### src/rtl/xlat_pkg.sv
// Package: shared state encoding for the translation unit.
// Assumes: nothing beyond the standard language.
package xlat_pkg;
    typedef enum logic {
        XS_IDLE = 1'b0,
        XS_WALK = 1'b1
    } xlat_state_t;
endpackage

### src/rtl/xlat_cam.sv
// Fully associative page/frame store. All valid entries are compared
// against the lookup page in parallel. A write stores a pair at the
// round-robin pointer, and flush clears every valid bit in one cycle.
// Assumes: a page is only installed after it missed, so no duplicate
// appears. When flush and install meet in one cycle, flush wins.
module xlat_cam #(
    parameter int PAGE_W  = 4,
    parameter int FRAME_W = 4,
    parameter int ENTRIES = 4
) (
    input  logic               clk,
    input  logic               rst_n,
    input  logic               flush,
    input  logic [PAGE_W-1:0]  look_page,
    output logic               look_hit,
    output logic [FRAME_W-1:0] look_frame,
    output logic [ENTRIES-1:0] look_match,
    input  logic               ins_en,
    input  logic [PAGE_W-1:0]  ins_page,
    input  logic [FRAME_W-1:0] ins_frame
);
    localparam int IDX_W = (ENTRIES > 1) ? $clog2(ENTRIES) : 1;
    localparam logic [IDX_W-1:0] LAST_IDX = IDX_W'(ENTRIES - 1);

    logic [ENTRIES-1:0]             ent_valid;
    logic [PAGE_W-1:0]              ent_page  [ENTRIES];
    logic [FRAME_W-1:0]             ent_frame [ENTRIES];
    logic [IDX_W-1:0]               rr_ptr;

    for (genvar g = 0; g < ENTRIES; g++) begin : g_ent
        // Compare one entry against the lookup page.
        assign look_match[g] = ent_valid[g] && (ent_page[g] == look_page);

        // Hold one entry; clear on reset or flush, load when selected.
        always_ff @(posedge clk) begin
            if (!rst_n || flush) begin
                ent_valid[g] <= 1'b0;
                ent_page[g]  <= '0;
                ent_frame[g] <= '0;
            end else if (ins_en && rr_ptr == IDX_W'(g)) begin
                ent_valid[g] <= 1'b1;
                ent_page[g]  <= ins_page;
                ent_frame[g] <= ins_frame;
            end
        end
    end

    // Merge the frame of the (single) matching entry.
    always_comb begin
        look_frame = '0;
        for (int i = 0; i < ENTRIES; i++) begin
            if (look_match[i]) look_frame = look_frame | ent_frame[i];
        end
    end

    assign look_hit = |look_match;

    // Advance the replacement pointer once per install, wrapping at the end.
    always_ff @(posedge clk) begin
        if (!rst_n) begin
            rr_ptr <= '0;
        end else if (ins_en && !flush) begin
            rr_ptr <= (rr_ptr == LAST_IDX) ? '0 : rr_ptr + 1'b1;
        end
    end
endmodule

### src/rtl/xlat_ctrl.sv
// Request sequencer. It range-checks the page, answers hits and errors
// on the next cycle, and otherwise starts one page-table read at
// base + page. It then waits for the data, answers, and installs the pair.
// Assumes: memory returns exactly one mem_rvalid per mem_req, at any
// later cycle.
module xlat_ctrl
    import xlat_pkg::*;
#(
    parameter int PAGE_W  = 4,
    parameter int OFF_W   = 3,
    parameter int FRAME_W = 4,
    parameter int MEM_AW  = 8
) (
    input  logic                     clk,
    input  logic                     rst_n,
    input  logic [MEM_AW-1:0]        tbl_base,
    input  logic [PAGE_W:0]          tbl_len,
    input  logic                     req_valid,
    output logic                     req_ready,
    input  logic [PAGE_W+OFF_W-1:0]  req_laddr,
    output logic                     rsp_valid,
    output logic [FRAME_W+OFF_W-1:0] rsp_paddr,
    output logic                     rsp_err,
    output logic                     rsp_hit,
    output logic                     mem_req,
    output logic [MEM_AW-1:0]        mem_addr,
    input  logic                     mem_rvalid,
    input  logic [FRAME_W-1:0]       mem_rdata,
    input  logic                     cam_hit,
    input  logic [FRAME_W-1:0]       cam_frame,
    output logic [PAGE_W-1:0]        look_page,
    output logic                     ins_en,
    output logic [PAGE_W-1:0]        ins_page,
    output logic                     inc_hit,
    output logic                     inc_miss
);
    xlat_state_t       state;
    logic [PAGE_W-1:0] page_q;
    logic [OFF_W-1:0]  off_q;
    logic              fire;
    logic              in_range;
    logic [OFF_W-1:0]  req_off;

    // Split the request and qualify it.
    assign look_page = req_laddr[PAGE_W+OFF_W-1:OFF_W];
    assign req_off   = req_laddr[OFF_W-1:0];
    assign req_ready = (state == XS_IDLE);
    assign fire      = req_valid && req_ready;
    assign in_range  = {1'b0, look_page} < tbl_len;

    // Install and count strobes, taken on the edge that raises the response.
    assign ins_en   = (state == XS_WALK) && mem_rvalid;
    assign ins_page = page_q;
    assign inc_hit  = fire && in_range && cam_hit;
    assign inc_miss = ins_en;

    // Sequence a request through lookup or walk and register the response.
    always_ff @(posedge clk) begin
        if (!rst_n) begin
            state     <= XS_IDLE;
            page_q    <= '0;
            off_q     <= '0;
            rsp_valid <= 1'b0;
            rsp_paddr <= '0;
            rsp_err   <= 1'b0;
            rsp_hit   <= 1'b0;
            mem_req   <= 1'b0;
            mem_addr  <= '0;
        end else begin
            rsp_valid <= 1'b0;
            mem_req   <= 1'b0;
            case (state)
                XS_IDLE: begin
                    if (fire) begin
                        if (!in_range) begin
                            rsp_valid <= 1'b1;
                            rsp_err   <= 1'b1;
                            rsp_hit   <= 1'b0;
                            rsp_paddr <= '0;
                        end else if (cam_hit) begin
                            rsp_valid <= 1'b1;
                            rsp_err   <= 1'b0;
                            rsp_hit   <= 1'b1;
                            rsp_paddr <= {cam_frame, req_off};
                        end else begin
                            mem_req  <= 1'b1;
                            mem_addr <= tbl_base + MEM_AW'(look_page);
                            page_q   <= look_page;
                            off_q    <= req_off;
                            state    <= XS_WALK;
                        end
                    end
                end
                XS_WALK: begin
                    if (mem_rvalid) begin
                        rsp_valid <= 1'b1;
                        rsp_err   <= 1'b0;
                        rsp_hit   <= 1'b0;
                        rsp_paddr <= {mem_rdata, off_q};
                        state     <= XS_IDLE;
                    end
                end
                default: state <= XS_IDLE;
            endcase
        end
    end
endmodule

### src/rtl/xlat_stats.sv
// Hit and walk counters for hit-ratio measurement. They wrap at full scale.
// Assumes: each strobe is high for one cycle per response.
module xlat_stats #(
    parameter int CNT_W = 16
) (
    input  logic             clk,
    input  logic             rst_n,
    input  logic             inc_hit,
    input  logic             inc_miss,
    output logic [CNT_W-1:0] hit_count,
    output logic [CNT_W-1:0] miss_count
);
    // Count responses of each kind.
    always_ff @(posedge clk) begin
        if (!rst_n) begin
            hit_count  <= '0;
            miss_count <= '0;
        end else begin
            if (inc_hit)  hit_count  <= hit_count + 1'b1;
            if (inc_miss) miss_count <= miss_count + 1'b1;
        end
    end
endmodule

### src/rtl/xlat_top.sv
// Page translation unit: configuration registers, associative store,
// request sequencer and statistics.
// Assumes: the configuration does not change while a walk is in flight.
module xlat_top #(
    parameter int PAGE_W  = 4,
    parameter int OFF_W   = 3,
    parameter int FRAME_W = 4,
    parameter int ENTRIES = 4,
    parameter int MEM_AW  = 8,
    parameter int CNT_W   = 16
) (
    input  logic                     clk,
    input  logic                     rst_n,
    input  logic                     cfg_wr,
    input  logic [MEM_AW-1:0]        cfg_base,
    input  logic [PAGE_W:0]          cfg_len,
    input  logic                     flush,
    input  logic                     req_valid,
    output logic                     req_ready,
    input  logic [PAGE_W+OFF_W-1:0]  req_laddr,
    output logic                     rsp_valid,
    output logic [FRAME_W+OFF_W-1:0] rsp_paddr,
    output logic                     rsp_err,
    output logic                     rsp_hit,
    output logic                     mem_req,
    output logic [MEM_AW-1:0]        mem_addr,
    input  logic                     mem_rvalid,
    input  logic [FRAME_W-1:0]       mem_rdata,
    output logic [CNT_W-1:0]         hit_count,
    output logic [CNT_W-1:0]         miss_count
);
    logic [MEM_AW-1:0]  tbl_base;
    logic [PAGE_W:0]    tbl_len;
    logic [PAGE_W-1:0]  look_page;
    logic               cam_hit;
    logic [FRAME_W-1:0] cam_frame;
    logic [ENTRIES-1:0] cam_match;
    logic               ins_en;
    logic [PAGE_W-1:0]  ins_page;
    logic               inc_hit;
    logic               inc_miss;

    // Hold the table base and length written by configuration.
    always_ff @(posedge clk) begin
        if (!rst_n) begin
            tbl_base <= '0;
            tbl_len  <= '0;
        end else if (cfg_wr) begin
            tbl_base <= cfg_base;
            tbl_len  <= cfg_len;
        end
    end

    xlat_cam #(
        .PAGE_W (PAGE_W),
        .FRAME_W(FRAME_W),
        .ENTRIES(ENTRIES)
    ) i_cam (
        .clk       (clk),
        .rst_n     (rst_n),
        .flush     (flush),
        .look_page (look_page),
        .look_hit  (cam_hit),
        .look_frame(cam_frame),
        .look_match(cam_match),
        .ins_en    (ins_en),
        .ins_page  (ins_page),
        .ins_frame (mem_rdata)
    );

    xlat_ctrl #(
        .PAGE_W (PAGE_W),
        .OFF_W  (OFF_W),
        .FRAME_W(FRAME_W),
        .MEM_AW (MEM_AW)
    ) i_ctrl (
        .clk       (clk),
        .rst_n     (rst_n),
        .tbl_base  (tbl_base),
        .tbl_len   (tbl_len),
        .req_valid (req_valid),
        .req_ready (req_ready),
        .req_laddr (req_laddr),
        .rsp_valid (rsp_valid),
        .rsp_paddr (rsp_paddr),
        .rsp_err   (rsp_err),
        .rsp_hit   (rsp_hit),
        .mem_req   (mem_req),
        .mem_addr  (mem_addr),
        .mem_rvalid(mem_rvalid),
        .mem_rdata (mem_rdata),
        .cam_hit   (cam_hit),
        .cam_frame (cam_frame),
        .look_page (look_page),
        .ins_en    (ins_en),
        .ins_page  (ins_page),
        .inc_hit   (inc_hit),
        .inc_miss  (inc_miss)
    );

    xlat_stats #(
        .CNT_W(CNT_W)
    ) i_stats (
        .clk       (clk),
        .rst_n     (rst_n),
        .inc_hit   (inc_hit),
        .inc_miss  (inc_miss),
        .hit_count (hit_count),
        .miss_count(miss_count)
    );
endmodule

### config.mk
export PLATFORM = sky130hd
export DESIGN_NAME = xlat_top
export DESIGN_NICKNAME = d
export VERILOG_FILES = /design/src/rtl/xlat_pkg.sv /design/src/rtl/xlat_cam.sv /design/src/rtl/xlat_ctrl.sv /design/src/rtl/xlat_stats.sv /design/src/rtl/xlat_top.sv
export SDC_FILE = /design/constraint.sdc
export NUM_CORES = 1
export LEC_CHECK = 0
export BUFFER_PORTS_ARGS = -buffer_cell sky130_fd_sc_hd__clkbuf_2
export CAP_MARGIN = 20
export CELL_PAD_IN_SITES_DETAIL_PLACEMENT = 0
export CELL_PAD_IN_SITES_GLOBAL_PLACEMENT = 2
export CORE_AREA = 2 2 123 125
export DETAILED_ROUTE_END_ITERATION = 10
export DIE_AREA = 0 0 125 127
export PLACE_DENSITY = 0.79
export SYNTH_ARGS = -nofsm -noshare
export SYNTH_HDL_FRONTEND = slang
export SYNTH_SLANG_ARGS = --single-unit
export TNS_END_PERCENT = 100
### constraint.sdc
create_clock -name clk -period 3.6 [get_ports clk]
set_clock_uncertainty 0.05 [all_clocks]
set_input_delay 1.08 -clock clk [delete_from_list [all_inputs] [get_ports clk]]
set_output_delay 1.08 -clock clk [all_outputs]
set_load 0.02 [all_outputs]
==> summary.txt, run 1 <==
Logic synthesis
  • Post-synth EDFFs: 32
  • Number of synthesis warnings: 0
  • Largest family of logic cells by synthesized area: simple AND/OR/NAND/NOR gates
  • Seq/Total Area, Yosys: 49.0%
  • Cells after Synth: 512
  • Distinct cells, synth: 49
  • Simple-Gate Fraction of Synth Area: 20.0%
  • Synth area leaders: dfxtp_1 (30%), edfxtp_1 (19%), mux2i_1 (5.1%)
  • Fraction of registers with async set/reset: 0%
  • Yosys top cell area share: 30.3%
  • Adder-Cell Fraction of Synth Area: 3.55%
  • Post-synthesis compound-gate area fraction: 12.8%
  • Synthesized flop and latch total: 110
  • Synthesized area per cell: 10.1 sq um
  • Largest area contributor in the netlist: dfxtp_1
  • Mux cell area share after synthesis: 5.05%
  • Post-Synth XOR/XNOR Area: 5.61%
  • Post-Syn Area: 5150 sq um
  • Main synth FF type: dfxtp_1
  • Synth Net Count: 556

Final layout
  • Area grow syn2layout: 18.1%
  • Share of layout cells above drive strength 1: 21.9%
  • Most common cell after layout, fill and taps aside: clkbuf_2
  • N_diodes: 0
  • Fillers: 1442
  • Layout net count: 633
  • Most frequent cells in the layout: clkbuf_2 (82), dfxtp_1 (78), nor2_1 (50)
  • Cell Count, Final, Fillers Out: 778

Clocking
  • CTS Buf Count: 9
  • Worst skew pair latency: 0.35 ns
  • Clk sinks: 110
  • H-tree Lvls: 3
  • Worst-path clk slew: 0.07 ns
  • Deepest clock path buffer count: 2
  • Post-CTS Setup Inserts: 0
  • Root buffer cell: clkbuf_16
  • CTS tree: yes
  • # hold bufs at CTS: 0
  • CTS resizes: 0

Job
  • Max-cap check violation count: 0

Drt
  • DRT antenna net count: 0
  • # DRC: 0
  • Routed via count: 3848
  • Length of the first detailed-routing pass in iterations: 4
  • Initial DRC Count: 150
  • Detailed Route WL: 11900 microns
  • Drt wl/cell: 15.3 microns
  • Drt via density: 4.95

Setup path
  • WP data required: 3.82 ns
  • Worst path arrival time: 3.11 ns
  • CP max-delay cell: a2111o_1
  • Reg2reg path depth: 7
  • Max FO, Critical Path: 9
  • Levels on crit path: 7
  • Crit-path cells: clkbuf_2, ha_1, a211oi_2, o21bai_1, a2111o_1, and2_1, a311oi_2
  • CP Buf/Inv Count: 1
  • CP top delay family: compound AO/OA/AOI/OAI gates
  • Crit Path Category: in2reg
  • Critical Path Sink Type: flip-flop
  • Slowest stage delay, CP: 0.57 ns
  • Type of origin of the critical path: input port

GRT
  • Largest net degree at the start of global routing: 70
  • Vias in the first global route: 3774
  • First-pass GRT wire length: 19300 microns
  • Overall Global Routing Usage: 15.4%
  • Total gr overflow: 0
  • Antenna violations before repair: 0

Placed design
  • GPL Wtd Cong: 0.812
  • Placed Instances: 762
  • Port Buffers: 81
  • Post-DP HPWL: 8640 microns

Power
  • Leak: 2.51 nW
  • Peak supply drop: 0.225 mV
  • Power per cell area: 448 nW/um^2

STA
  • Unrepaired setup endpoints after global routing: no
  • Final Max Tran Viols: 0
  • Worst-Margin Slew: 0.792 ns
  • Sum Neg Setup Slack: 0 ns
  • Fmax: 0.345 GHz
  • Setup Viol. Count Final: 0
  • Slew HR: 47.2%
  • Final Hold Viols: 0
  • Post-layout min period: 2.89 ns
  • Final period utilization: 80.4%

Worst hold path
  • Hold Path Class: reg2reg
  • Hold Path Depth: 1

Floorplanning
  • Initial core utilization: 35.7%
  • Die height: 127 microns
  • Core footprint: 14400 sq um
  • Die area: 15900 sq um
  • Die width: 125 microns
  • Ports: 82
  • # rows: 44

Status
  • Status: completed
[cell type report]
cell class | count | area (sq um) | area share [%]
Sequential cell | 110 | 2520 | 41.4
Multi-Input combinational cell | 358 | 2440 | 40.0
Timing Repair Buffer | 92 | 500 | 8.22
Clock buffer | 13 | 283 | 4.65
Tap cell | 184 | 230 | 3.78
Inverter | 18 | 67.6 | 1.11
Clock inverter | 3 | 46.3 | 0.761
[worst reg2reg max path: stages (launching register included)]
cell,delay [ns]
edfxtp_1,0.39
nor2b_1,0.17
a2111oi_4,0.37
a32o_2,0.28
o221ai_2,0.15
buf_12,0.18
or4_1,0.51
a21oi_1,0.15
[metal layers]
metal	track usage, %	vias up	share of wire, %
met5	0	-	0
met4	6.73	0	2.3
met3	4.40	17	5.8
met2	24.2	72	46
met1	19.8	1809	46
li1	-	1950	-
[power by group]
group / internal [mW] / total, mW / switching, mW
logic: 0.112 / 0.288 / 0.176
registers: 1.32 / 1.36 / 0.0384
clock network: 0.626 / 1.08 / 0.453
[sequential cells by signal (all words and copies together), names as in the netlist]
name and cells:
i_cam.ent_frame 16, i_cam.ent_page 16, i_stats.hit_count 16, i_stats.miss_count 16, i_ctrl.mem_addr 8, tbl_base 8
i_ctrl.rsp_paddr 7, tbl_len 5, i_cam.ent_valid 4, i_ctrl.ins_page 4, i_ctrl.off_q 3, i_cam.rr_ptr 2
i_ctrl.mem_req 1, i_ctrl.rsp_err 1, i_ctrl.rsp_hit 1, i_ctrl.rsp_valid 1, i_ctrl.state 1
[cell usage after synthesis, drive strengths merged, types with 2 or more instances]
| master | number |
|---|---|
| dfxtp | 78 |
| nor2 | 50 |
| and2 | 38 |
| nand2 | 36 |
| edfxtp | 32 |
| a21oi | 26 |
| mux2i | 26 |
| nand3 | 20 |
| xor2 | 20 |
| clkbuf | 17 |
| inv | 17 |
| o21ai | 14 |
| and3 | 13 |
| ha | 13 |
| xnor2 | 13 |
| nand4 | 10 |
| a211oi | 9 |
| buf | 9 |
| or3 | 9 |
| a21o | 7 |
| o211ai | 6 |
| or4 | 6 |
| nand2b | 5 |
| a22oi | 4 |
| nor2b | 4 |
| o2111ai | 4 |
| o31ai | 4 |
| a311oi | 3 |
| or2 | 3 |
| a2111oi | 2 |
| and4 | 2 |
| nor3 | 2 |
[cells by family (layout without fill, tap and decap cells)]
family	Yosys count	in the layout
xor+xnor	33	33
buf+inv	44	126
simple gates	199	199
flops	110	110
compound gates	86	86
mux	26	26
fa+ha+maj	14	14
[path summary, 6_finish.rpt]
check | to | slack (ns) | start
worst min-delay path | i_cam.ent_valid[1] | 0.40 | i_cam.ent_valid[1]
worst min register to register | i_cam.ent_valid[1] | 0.40 | i_cam.ent_valid[1]
worst max register to register | i_stats.hit_count[15] | 1.27 | i_cam.ent_page[0][3]
worst max-delay path | i_ctrl.rsp_paddr[1] | 0.71 | req_laddr[4]
[through the flow]
| stage | cell area [sq um] | util [%] | power (mW) | hold slack, ns | setup slack, ns |
|---|---|---|---|---|---|
| 2_1_floorplan | 5150 | - | 1.58 | 0.368 | 0.736 |
| 3_3_place_gp | 5760 | 39.9 | 1.68 | 0.377 | 0.397 |
| 3_5_place_dp | 5760 | 39.9 | 1.68 | 0.387 | 0.333 |
| 4_1_cts | 6090 | 42.2 | 2.76 | 0.407 | 0.704 |
| 5_1_grt | 6090 | 42.2 | 2.85 | 0.422 | 0.531 |
| 6_report | 6090 | 42.2 | 2.73 | 0.402 | 0.705 |
(Power assumes the default switching activity.)
==> run 2, diff against run 1 <==
--- a/config.mk
+++ b/config.mk
@@ -5,14 +5,15 @@
 export SDC_FILE = /design/constraint.sdc
 export NUM_CORES = 1
 export LEC_CHECK = 0
+export ABC_AREA = 1
 export BUFFER_PORTS_ARGS = -buffer_cell sky130_fd_sc_hd__clkbuf_2
 export CAP_MARGIN = 20
 export CELL_PAD_IN_SITES_DETAIL_PLACEMENT = 0
 export CELL_PAD_IN_SITES_GLOBAL_PLACEMENT = 2
-export CORE_AREA = 2 2 123 125
+export CORE_AREA = 2 2 131 133
 export DETAILED_ROUTE_END_ITERATION = 10
-export DIE_AREA = 0 0 125 127
-export PLACE_DENSITY = 0.79
+export DIE_AREA = 0 0 133 135
+export PLACE_DENSITY = 0.78
 export SYNTH_ARGS = -nofsm -noshare
 export SYNTH_HDL_FRONTEND = slang
 export SYNTH_SLANG_ARGS = --single-unit
==> constraint.sdc (replaced) <==
create_clock -name clk -period 3.03 [get_ports clk]
set_clock_uncertainty 0.05 [all_clocks]
set_input_delay 0.909 -clock clk [delete_from_list [all_inputs] [get_ports clk]]
set_output_delay 0.909 -clock clk [all_outputs]
set_load 0.02 [all_outputs]
==> run 2 against run 1 <==
Flip-flop and latch count is the same. Via count is 18% higher. Cell area up 4.2%. Global-route usage is 0.45 points higher. Core utilization fell by 3.5 points. Critical path depth increased by 4. Total power up 18%. First-iteration DRC count increased by 43%. Critical path type unchanged. Critical endpoint is now i_ctrl.mem_addr[1]. Highest routed layer unchanged.
==> summary.txt, run 2 <==
Status
  • Status: completed

STA
  • Final Max Tran Viols: 0
  • Worst-Margin Slew: 0.509 ns
  • Post-layout min period: 2.50 ns
  • Worst hold slack: 0.396 ns
  • Fmax: 0.400 GHz
  • Final period utilization: 82.4%
  • Sum Neg Setup Slack: 0 ns
  • Final Hold Viols: 0
  • Unrepaired setup endpoints after global routing: no
  • Slew HR: 65.7%
  • Setup Viol. Count Final: 0

Power
  • Sw Share: 27.1%
  • Cell internal pwr: 2.35 mW
  • Clock power share: 36.5%
  • Power per cell area: 508 nW/um^2
  • Net switching power figure: 0.874 mW
  • Logic gate share of total power: 13.0%
  • Peak supply drop: 0.284 mV
  • Reg power frac: 50.5%
  • Leak: 2.74 nW

Logic synthesis
  • Number of synthesis warnings: 0
  • Largest area contributor in the netlist: dfxtp_1
  • Post-Syn Area: 5400 sq um
  • Post-synth EDFFs: 32
  • Synth Net Count: 716
  • Synthesized flop and latch total: 110
  • Fraction of registers with async set/reset: 0%
  • Yosys top cell area share: 28.9%
  • Seq/Total Area, Yosys: 46.7%
  • Most frequent cells after synthesis: nand2_1 (134), nor2_1 (112), dfxtp_1 (78), inv_1 (62), o21ai_0 (40)
  • Cells after Synth: 672
  • Distinct cells, synth: 41
  • Count leader, synth: nand2_1
  • Synth area leaders: dfxtp_1 (29%), edfxtp_1 (18%), nand2_1 (9.3%)
  • Synthesized area per cell: 8.03 sq um
  • Main synth FF type: dfxtp_1

Final layout
  • Area grow syn2layout: 17.5%
  • Layout net count: 802
  • Most common cell after layout, fill and taps aside: nand2_1
  • Sequential cell area: 2520 sq um
  • N_diodes: 0
  • Multi-input logic area: 2500 sq um
  • Most frequent cells in the layout: nand2_1 (134), nor2_1 (112), clkbuf_2 (81)
  • Design Area, Final: 6340 sq um
  • Post-layout util: 38.7%
  • Share of layout cells above drive strength 1: 21.0%
  • Fillers: 1708
  • Cell Count, Final, Fillers Out: 983

Setup path
  • Worst r2r src: tbl_len[2]
  • CP top delay family: simple AND/OR/NAND/NOR gates
  • Worst path arrival time: 2.70 ns
  • Reg2reg end: i_ctrl.mem_addr[1]
  • Critical Path Sink Type: flip-flop
  • Type of origin of the critical path: input port
  • Levels on crit path: 11
  • Crit Path Category: in2reg
  • Slowest stage delay, CP: 0.28 ns
  • CP max-delay cell: a22oi_1
  • Critical Path Start: req_laddr[4]
  • Crit-path cells: clkbuf_2, ha_1, a21o_1, a22oi_1, nand3_1, inv_1, nand2_4, inv_2, nand2_1, nand2_1, nor2_1
  • Crit path to: i_ctrl.mem_addr[1]
  • Worst reg-to-reg setup slack: 0.85 ns
  • Max FO, Critical Path: 23
  • Reg2reg path depth: 11
  • CP Buf/Inv Count: 3
  • WP data required: 3.23 ns
  • CP most frequent cell: nand2_1

Clocking
  • Post-CTS Setup Inserts: 0
  • # hold bufs at CTS: 0
  • Worst skew pair latency: 0.35 ns
  • CTS tree: yes
  • H-tree Lvls: 3
  • Root buffer cell: clkbuf_16
  • CTS resizes: 0
  • CTS Buf Count: 9
  • Clk sinks: 110
  • Deepest clock path buffer count: 2
  • Worst-path clk slew: 0.08 ns

Floorplanning
  • Die area: 18000 sq um
  • Initial core utilization: 32.9%
  • # rows: 47
  • Die width: 133 microns
  • Die height: 135 microns
  • Ports: 82
  • Core footprint: 16400 sq um

GRT
  • Overall Global Routing Usage: 15.8%
  • Total gr overflow: 0
  • Largest net degree at the start of global routing: 48
  • First-pass GRT wire length: 22300 microns
  • Antenna violations before repair: 0
  • Vias in the first global route: 4284

Worst hold path
  • Min-delay src: i_ctrl.off_q[2]
  • Hold Path Depth: 2
  • Hold Path Class: reg2reg

Drt
  • Detailed Route WL: 13800 microns
  • # DRC: 0
  • DRT antenna net count: 0
  • Drt wl/cell: 14.0 microns
  • Length of the first detailed-routing pass in iterations: 4
  • Initial DRC Count: 214
  • Routed via count: 4526
  • Drt via density: 4.60

Job
  • Max-cap check violation count: 0

Placed design
  • DP Area: 6040 sq um
  • Placed Instances: 966
  • GPL Wtd Cong: 0.788
  • Post-DP HPWL: 10200 microns
  • Port Buffers: 81
[run 2: logic make-up after synthesis]
group	count (synthesis)	share of synthesized area [%]
AOI/OAI and AO/OA	101	10.6
xor gates and xnor gates	23	3.73
adders and majority gates	14	3.38
buffers and inverters	87	6.95
DFF	110	46.7
and+or+nand+nor	337	28.6
[run 2: final cells by class]
| type | instances | area share, % |
|---|---|---|
| multi-input cells | 475 | 39.4 |
| inverters | 71 | 4.28 |
| flip-flops and latches | 110 | 39.8 |
| clock buffers | 11 | 4.16 |
| repair buffers | 91 | 7.54 |
| clock inverters | 5 | 0.493 |
| well taps | 220 | 4.34 |
[run 2: worst min-delay path by stage]
stage	endpoint	slack, ns
after floorplan	i_ctrl.off_q[2]	0.37
after global placement	i_cam.ent_valid[1]	0.39
after detailed placement	i_ctrl.off_q[2]	0.39
after CTS	i_ctrl.off_q[2]	0.40
after global routing	i_cam.ent_valid[2]	0.42
final	i_ctrl.off_q[2]	0.40
[run 2: per-layer routing]
layer  GRT usage (%)  vias to the layer above  wire, microns
li1                -                     2361              -
met1            21.7                     2091           6960
met2            25.6                       70           6310
met3            2.67                        4            433
met4            5.02                        0             66
met5               0                        -              0
[run 2: power groups by stage]
stage	Combinational [mW]	Clock, mW	Sequential, mW
after CTS	0.421	1.21	1.63
after detailed placement	0.419	0	1.66
after floorplan	0.243	0	1.69
after global placement	0.415	0	1.66
after global routing	0.471	1.26	1.64
final	0.418	1.18	1.63
[run 2: worst reg2reg max path, delay by kind of cell (launching register included)]
family,cells,cell delay (ns)
buffers and inverters,3,0.39
DFF,1,0.31
AOI/OAI and AO/OA,2,0.44
and+or+nand+nor,5,0.60
adders and majority gates,1,0.29
[run 2: through the flow]
| step | power, mW | worst slack [ns] |
|---|---|---|
| after CTS | 3.26 | 0.508 |
| after global placement | 2.08 | 0.175 |
| final | 3.22 | 0.532 |
| after detailed placement | 2.08 | 0.136 |
| after floorplan | 1.93 | 0.602 |
| after global routing | 3.37 | 0.338 |
